**src/rtl/ipv4_tx_pkg.sv**
```systemverilog
package ipv4_tx_pkg;
   localparam int HDR_BYTES = 20;
   localparam logic [7:0] VER_IHL   = 8'h45;
   localparam logic [7:0] FLAG_DF_B = 8'h40;

   typedef enum logic [1:0] {ST_IDLE, ST_CALC, ST_SEND} tx_state_t;

   typedef struct packed {
      logic [7:0]  tos;
      logic [15:0] total_len;
      logic [15:0] ident;
      logic [7:0]  ttl;
      logic [7:0]  proto;
      logic [31:0] src;
      logic [31:0] dst;
   } hdr_fields_t;
endpackage

```
**src/rtl/ipv4_tx_ram.sv**
```systemverilog
module ipv4_tx_ram #(
   parameter int ADDR_W = 8
) (
   input  logic              clk,
   input  logic              we,
   input  logic [ADDR_W-1:0] waddr,
   input  logic [7:0]        wdata,
   input  logic [ADDR_W-1:0] raddr,
   output logic [7:0]        rdata
);
   localparam int DEPTH = 1 << ADDR_W;

   logic [7:0] mem [DEPTH];

   always_ff @(posedge clk) begin
      if (we) mem[waddr] <= wdata;
   end

   assign rdata = mem[raddr];
endmodule

```
**src/rtl/ipv4_tx_csum.sv**
```systemverilog
module ipv4_tx_csum
   import ipv4_tx_pkg::*;
#(
   parameter int PIPE = 0
) (
   input  logic        clk,
   input  logic        rst_n,
   input  logic        start,
   input  hdr_fields_t fields,
   output logic [15:0] csum,
   output logic        ready
);
   logic [19:0] raw_sum;

   function automatic logic [15:0] fold_inv(input logic [19:0] s);
      logic [16:0] s1;
      logic [15:0] s2;
      s1 = 17'(s[15:0]) + 17'(s[19:16]);
      s2 = s1[15:0] + 16'(s1[16]);
      return ~s2;
   endfunction

   always_comb begin
      raw_sum = 20'({VER_IHL, fields.tos})
              + 20'(fields.total_len)
              + 20'(fields.ident)
              + 20'({FLAG_DF_B, 8'h00})
              + 20'({fields.ttl, fields.proto})
              + 20'(fields.src[31:16]) + 20'(fields.src[15:0])
              + 20'(fields.dst[31:16]) + 20'(fields.dst[15:0]);
   end

   generate
      if (PIPE == 0) begin : g_single
         always_ff @(posedge clk) begin
            if (!rst_n) begin
               csum  <= '0;
               ready <= 1'b0;
            end else begin
               ready <= start;
               if (start) csum <= fold_inv(raw_sum);
            end
         end
      end else begin : g_two_stage
         logic [19:0] sum_q;
         logic        sum_v;
         always_ff @(posedge clk) begin
            if (!rst_n) begin
               sum_q <= '0;
               sum_v <= 1'b0;
               csum  <= '0;
               ready <= 1'b0;
            end else begin
               sum_v <= start;
               if (start) sum_q <= raw_sum;
               ready <= sum_v;
               if (sum_v) csum <= fold_inv(sum_q);
            end
         end
      end
   endgenerate
endmodule

```
**src/rtl/ipv4_tx_hdr.sv**
```systemverilog
module ipv4_tx_hdr
   import ipv4_tx_pkg::*;
(
   input  logic [4:0]  sel,
   input  hdr_fields_t fields,
   input  logic [15:0] csum,
   output logic [7:0]  hbyte
);
   always_comb begin
      unique case (sel)
         5'd0:    hbyte = VER_IHL;
         5'd1:    hbyte = fields.tos;
         5'd2:    hbyte = fields.total_len[15:8];
         5'd3:    hbyte = fields.total_len[7:0];
         5'd4:    hbyte = fields.ident[15:8];
         5'd5:    hbyte = fields.ident[7:0];
         5'd6:    hbyte = FLAG_DF_B;
         5'd7:    hbyte = 8'h00;
         5'd8:    hbyte = fields.ttl;
         5'd9:    hbyte = fields.proto;
         5'd10:   hbyte = csum[15:8];
         5'd11:   hbyte = csum[7:0];
         5'd12:   hbyte = fields.src[31:24];
         5'd13:   hbyte = fields.src[23:16];
         5'd14:   hbyte = fields.src[15:8];
         5'd15:   hbyte = fields.src[7:0];
         5'd16:   hbyte = fields.dst[31:24];
         5'd17:   hbyte = fields.dst[23:16];
         5'd18:   hbyte = fields.dst[15:8];
         5'd19:   hbyte = fields.dst[7:0];
         default: hbyte = 8'h00;
      endcase
   end
endmodule

```
**src/rtl/ipv4_tx_framer.sv**
```systemverilog
module ipv4_tx_framer
   import ipv4_tx_pkg::*;
#(
   parameter int ADDR_W    = 8,
   parameter int CSUM_PIPE = 0
) (
   input  logic              clk,
   input  logic              rst_n,
   input  logic              wr_en,
   input  logic [ADDR_W-1:0] wr_addr,
   input  logic [7:0]        wr_data,
   input  logic [15:0]       pay_len,
   input  logic [31:0]       dst_addr,
   input  logic [31:0]       src_addr,
   input  logic [7:0]        tos,
   input  logic [7:0]        ttl,
   input  logic [7:0]        proto,
   input  logic              send,
   input  logic              strobe,
   output logic [7:0]        tx_data,
   output logic              tx_valid,
   output logic              tx_last,
   output logic              busy
);
   localparam int          DEPTH     = 1 << ADDR_W;
   localparam logic [16:0] DEPTH_EXT = 17'(DEPTH);
   localparam logic [15:0] HDR_LEN   = 16'(HDR_BYTES);

   generate
      if (ADDR_W < 1 || ADDR_W > 15) begin : g_bad_addr_w
         $error("ipv4_tx_framer: ADDR_W must be within 1..15");
      end
      if (CSUM_PIPE != 0 && CSUM_PIPE != 1) begin : g_bad_pipe
         $error("ipv4_tx_framer: CSUM_PIPE must be 0 or 1");
      end
   endgenerate

   tx_state_t   state;
   hdr_fields_t fields_q;
   logic [15:0] ident_q;
   logic [15:0] idx;
   logic [15:0] last_idx;
   logic        csum_start;
   logic        csum_ready;
   logic [15:0] csum_val;
   logic [7:0]  hdr_byte;
   logic [7:0]  ram_byte;
   logic [ADDR_W-1:0] rd_addr;
   logic        accept;
   logic        ram_we;
   logic [7:0]  next_byte;

   assign accept   = (state == ST_IDLE) && send && ({1'b0, pay_len} <= DEPTH_EXT);
   assign ram_we   = wr_en && (state == ST_IDLE);
   assign last_idx = fields_q.total_len - 16'd1;
   assign rd_addr  = ADDR_W'(idx - HDR_LEN);
   assign next_byte = (idx < HDR_LEN) ? hdr_byte : ram_byte;
   assign busy     = (state != ST_IDLE);

   ipv4_tx_ram #(.ADDR_W(ADDR_W)) u_ram (
      .clk   (clk),
      .we    (ram_we),
      .waddr (wr_addr),
      .wdata (wr_data),
      .raddr (rd_addr),
      .rdata (ram_byte)
   );

   ipv4_tx_csum #(.PIPE(CSUM_PIPE)) u_csum (
      .clk    (clk),
      .rst_n  (rst_n),
      .start  (csum_start),
      .fields (fields_q),
      .csum   (csum_val),
      .ready  (csum_ready)
   );

   ipv4_tx_hdr u_hdr (
      .sel    (idx[4:0]),
      .fields (fields_q),
      .csum   (csum_val),
      .hbyte  (hdr_byte)
   );

   always_ff @(posedge clk) begin
      if (!rst_n) begin
         state      <= ST_IDLE;
         fields_q   <= '0;
         ident_q    <= '0;
         idx        <= '0;
         csum_start <= 1'b0;
         tx_data    <= '0;
         tx_valid   <= 1'b0;
         tx_last    <= 1'b0;
      end else begin
         csum_start <= accept;
         tx_valid   <= 1'b0;
         tx_last    <= 1'b0;
         unique case (state)
            ST_IDLE: begin
               if (accept) begin
                  fields_q.tos       <= tos;
                  fields_q.total_len <= pay_len + HDR_LEN;
                  fields_q.ident     <= ident_q;
                  fields_q.ttl       <= ttl;
                  fields_q.proto     <= proto;
                  fields_q.src       <= src_addr;
                  fields_q.dst       <= dst_addr;
                  idx                <= '0;
                  state              <= ST_CALC;
               end
            end
            ST_CALC: begin
               if (csum_ready) state <= ST_SEND;
            end
            ST_SEND: begin
               if (strobe) begin
                  tx_data  <= next_byte;
                  tx_valid <= 1'b1;
                  if (idx == last_idx) begin
                     tx_last <= 1'b1;
                     ident_q <= ident_q + 16'd1;
                     state   <= ST_IDLE;
                  end else begin
                     idx <= idx + 16'd1;
                  end
               end
            end
            default: state <= ST_IDLE;
         endcase
      end
   end
endmodule

```
**config.mk**
```make
export PLATFORM = sky130hd
export DESIGN_NAME = ipv4_tx_framer
export DESIGN_NICKNAME = d
export VERILOG_FILES = /design/src/rtl/ipv4_tx_pkg.sv /design/src/rtl/ipv4_tx_ram.sv /design/src/rtl/ipv4_tx_csum.sv /design/src/rtl/ipv4_tx_hdr.sv /design/src/rtl/ipv4_tx_framer.sv
export SDC_FILE = /design/constraint.sdc
export NUM_CORES = 2
export LEC_CHECK = 0
export BUFFER_PORTS_ARGS = -buffer_cell sky130_fd_sc_hd__buf_2
export CAP_MARGIN = 10
export CORE_UTILIZATION = 48
export CTS_BUF_LIST = sky130_fd_sc_hd__clkbuf_4
export DETAILED_ROUTE_END_ITERATION = 7
export PLACE_DENSITY_LB_ADDON = 0.15
export SLEW_MARGIN = 20
export SYNTH_ARGS = -nofsm -noshare
export SYNTH_HDL_FRONTEND = slang
export SYNTH_SLANG_ARGS = --single-unit
```
**constraint.sdc**
```tcl
create_clock -name clk -period 13.6 [get_ports clk]
set_clock_uncertainty 0.1 [all_clocks]
set_input_delay 4.08 -clock clk [delete_from_list [all_inputs] [get_ports clk]]
set_output_delay 4.08 -clock clk [all_outputs]
set_load 0.01 [all_outputs]
```
==> insert_results.sql <==
INSERT INTO impl_metrics (metric_group, metric, value, unit) VALUES
('clocking', 'ctsResizeCount', '0', ''),
('sta', 'fin_crit_sh', '0.787', ''),
('synthesis', 'synth_sequential_area_ratio', '0.711', ''),
('layout', 'layout_commonest_cell', 'sky130_fd_sc_hd__edfxtp_1', ''),
('clocking', 'clock_tree.htree_level_count', '6', ''),
('floorplan', 'floorplan.initialDensity', '0.483', ''),
('sta', 'setup-tns-final', '0', 'ps'),
('run_status', 'status', 'complete, no violations', ''),
('synthesis', 'ys_dominant_reg_cell', 'sky130_fd_sc_hd__edfxtp_1', ''),
('synthesis', 'synthDominantCellAreaShare', '0.671', ''),
('floorplan', 'core.rowCount', '160', ''),
('pwr', 'vdd_ir_drop_max', '0.000100', 'V'),
('floorplan', 'die_w', '439', 'µm'),
('grt', 'grtUsageTotal', '0.247', ''),
('floorplan', 'die_area', '193000', 'µm²'),
('route', 'drt-wirelength-per-cell', '28.7', 'µm'),
('clocking', 'tritoncts', 'yes', ''),
('grt', 'grt_pass1_wl', '342000', 'µm'),
('grt', 'via_count_of_the_first_global_routing_pass', '49400', ''),
('grt', 'grt_overflow_total', '0', ''),
('critical_path', 'timing.critical_path.required', '14680', 'ps'),
('sta', 'hold_viol', '0', ''),
('route', 'viasPerCell', '5.90', ''),
('critical_path', 'timing.rr.end', 'u_csum.csum[8]', ''),
('layout', 'post_layout_nonfiller_instances', '8218', ''),
('layout', 'ff_latch_area', '65200', 'µm²'),
('placement', 'buffer_ports.inserted', '135', ''),
('synthesis', 'main_area_contributors_after_synthesis', 'sky130_fd_sc_hd__edfxtp_1 (67%), sky130_fd_sc_hd__mux4_2 (17%), sky130_fd_sc_hd__dfxtp_1 (4.0%), sky130_fd_sc_hd__fa_1 (1.8%), sky130_fd_sc_hd__nor2_1 (1.4%)', ''),
('placement', 'hpwlAfterDp', '144000', 'µm'),
('sta', 'unrepaired_setup_endpoints_after_global_routing', 'false', ''),
('pwr', 'sequentialPowerShare', '0.563', ''),
('synthesis', 'synth.largest_area_cell', 'sky130_fd_sc_hd__edfxtp_1', ''),
('pwr', 'internal_power', '10500', 'µW'),
('hold_path', 'launch_instance_of_the_worst_min_delay_path', 'ident_q[4]', ''),
('layout', 'drive_gt1_frac', '0.314', ''),
('route', 'residual_antenna_violating_net_count_after_detailed_routing', '0', ''),
('placement', 'globalplace.congestion', '0.920', ''),
('synthesis', 'yosys.area_share.xor_xnor', '0.00822', ''),
('grt', 'pin_count_of_the_biggest_net_entering_global_routing', '149', ''),
('route', 'detail_route.iter0.violations', '4817', ''),
('sta', 'relSlewSlack', '0.239', ''),
('synthesis', 'yosysWarningCount', '0', ''),
('critical_path', 'worst-setup-path-type', 'register to register', ''),
('placement', 'placement_setup_slack', '3060', 'ps'),
('critical_path', 'timing.critical_path.to_type', 'register', ''),
('pwr', 'netSwitchingFraction', '0.211', ''),
('sta', 'setup_viol_count_final', '0', ''),
('pwr', 'clock_share_of_power', '0.422', ''),
('placement', 'dp_cells', '7267', ''),
('synthesis', 'postSynth.asyncResetShare', '0', ''),
('sta', 'fin_worst_hold_slack', '366', 'ps'),
('layout', 'most_used_cells_in_the_layout_excluding_fill_and_tap_cells', 'sky130_fd_sc_hd__edfxtp_1 (2048), sky130_fd_sc_hd__clkbuf_4 (842), sky130_fd_sc_hd__mux4_2 (672)', ''),
('flow_run', 'drv.max_cap_violation_count', '0', ''),
('sta', 'minimum_clock_period', '10710', 'ps'),
('layout', 'multi_input_comb_area', '24900', 'µm²'),
('clocking', 'clock_tree.root_cell', 'sky130_fd_sc_hd__clkbuf_4', ''),
('grt', 'grt_antenna_before_repair', '13', ''),
('clocking', 'numCtsBuffers', '588', ''),
('sta', 'timing_max_transition_violations_final', '0', ''),
('synthesis', 'postSynthAreaPerCell', '18.9', 'µm²'),
('pwr', 'pwr_density_cell', '130', 'nW/µm²'),
('clocking', 'postCtsSetupBuffers', '0', ''),
('sta', 'fin_ws', '2890', 'ps'),
('critical_path', 'r2r_cells', '46', ''),
('layout', 'num-fill-cells', '15100', ''),
('synthesis', 'yosys.area_share.simple', '0.0424', ''),
('hold_path', 'holdPathEnd', 'fields_q[84]', ''),
('critical_path', 'worst_path_largest_cell_delay', '630', 'ps'),
('critical_path', 'arrival', '11780', 'ps'),
('floorplan', 'die-height', '439', 'µm'),
('clocking', 'cts-hold-fix-buffers', '0', '');
per-stage QoR:
step	area, µm²	util	power (µW)
final	102000	0.538	13300
after global routing	102000	0.537	13800
after CTS	102000	0.537	13400
after detailed placement	95100	0.501	7830
after global placement	95100	0.501	7820
after floorplan	91700	-	7670
state kept, by name (all words and copies together), names as in the netlist:
name          count
tx_valid          1
tx_data           8
u_csum.csum      16
u_ram.mem      2048
ident_q          16
fields_q        120
state             2
u_csum.ready      1
csum_start        1
tx_last           1
idx              16
layer usage:
metal / wire length, µm / GRT usage / vias to the layer above
li1: - / - / 20800
met1: 100000 / 0.349 / 25400
met2: 113000 / 0.386 / 1926
met3: 16000 / 0.0524 / 357
met4: 6090 / 0.0783 / 2
met5: 12 / 0 / -
worst reg2reg max path, delay by kind of cell (launching register included):
family / cells / cell delay (ps)
and+or+nand+nor: 14 / 2350
xor gates and xnor gates: 2 / 400
buffers and inverters: 5 / 360
adders and majority gates: 12 / 4170
AOI/OAI and AO/OA: 12 / 2590
muxes: 1 / 140
DFF: 1 / 460
cell families after synthesis:
kind of cell	after synthesis
DFF	2230
and+or+nand+nor	882
muxes	698
buffers and inverters	440
AOI/OAI and AO/OA	360
adders and majority gates	147
xor gates and xnor gates	86
power by group through the flow:
stage / clock, µW / sequential, µW / combinational [µW]
2_1_floorplan: 0 / 7630 / 36.3
3_3_place_gp: 0 / 7630 / 189
3_5_place_dp: 0 / 7630 / 197
4_1_cts: 5750 / 7490 / 196
5_1_grt: 6090 / 7480 / 209
6_report: 5610 / 7490 / 194
final cells by class:
cell class                      count  share of cell area
Sequential cell                  2230               0.638
Multi-Input combinational cell   2173               0.244
Clock buffer                      842              0.0619
Tap cell                         2511              0.0308
Timing Repair Buffer              205              0.0138
Clock inverter                     93             0.00581
Inverter                          152             0.00561
Antenna cell                       12            0.000294
synthesized netlist by cell type, types with 7 or more instances:
| cell | number |
|---|---|
| sky130_fd_sc_hd__a211oi_1 | 12 |
| sky130_fd_sc_hd__a21o_1 | 15 |
| sky130_fd_sc_hd__a21oi_1 | 141 |
| sky130_fd_sc_hd__a221oi_1 | 10 |
| sky130_fd_sc_hd__a22o_1 | 7 |
| sky130_fd_sc_hd__a22oi_1 | 28 |
| sky130_fd_sc_hd__a32oi_1 | 7 |
| sky130_fd_sc_hd__and2_1 | 19 |
| sky130_fd_sc_hd__and3_1 | 24 |
| sky130_fd_sc_hd__buf_1 | 60 |
| sky130_fd_sc_hd__clkbuf_1 | 219 |
| sky130_fd_sc_hd__dfxtp_1 | 182 |
| sky130_fd_sc_hd__edfxtp_1 | 2048 |
| sky130_fd_sc_hd__fa_1 | 81 |
| sky130_fd_sc_hd__ha_1 | 64 |
| sky130_fd_sc_hd__inv_1 | 152 |
| sky130_fd_sc_hd__mux2i_1 | 22 |
| sky130_fd_sc_hd__mux4_2 | 672 |
| sky130_fd_sc_hd__nand2_1 | 298 |
| sky130_fd_sc_hd__nand3_1 | 59 |
| sky130_fd_sc_hd__nand4_1 | 30 |
| sky130_fd_sc_hd__nor2_1 | 341 |
| sky130_fd_sc_hd__nor2b_1 | 17 |
| sky130_fd_sc_hd__nor3_1 | 26 |
| sky130_fd_sc_hd__nor4_1 | 15 |
| sky130_fd_sc_hd__o211ai_1 | 12 |
| sky130_fd_sc_hd__o21a_1 | 12 |
| sky130_fd_sc_hd__o21ai_0 | 51 |
| sky130_fd_sc_hd__or2_2 | 8 |
| sky130_fd_sc_hd__or3_1 | 11 |
| sky130_fd_sc_hd__xnor2_1 | 45 |
| sky130_fd_sc_hd__xor2_1 | 41 |
how the worst max path moves through the flow:
stage	start	cells past startpoint	to	slack, ps
6_report	fields_q[96]	46	u_csum.csum[8]	2890
5_1_grt	fields_q[96]	46	u_csum.csum[8]	2180
4_1_cts	fields_q[96]	46	u_csum.csum[8]	3000
3_5_place_dp	fields_q[96]	46	u_csum.csum[8]	3060
3_3_place_gp	fields_q[96]	46	u_csum.csum[8]	3110
2_1_floorplan	fields_q[96]	48	u_csum.csum[8]	4010
(Power assumes the default switching activity.)
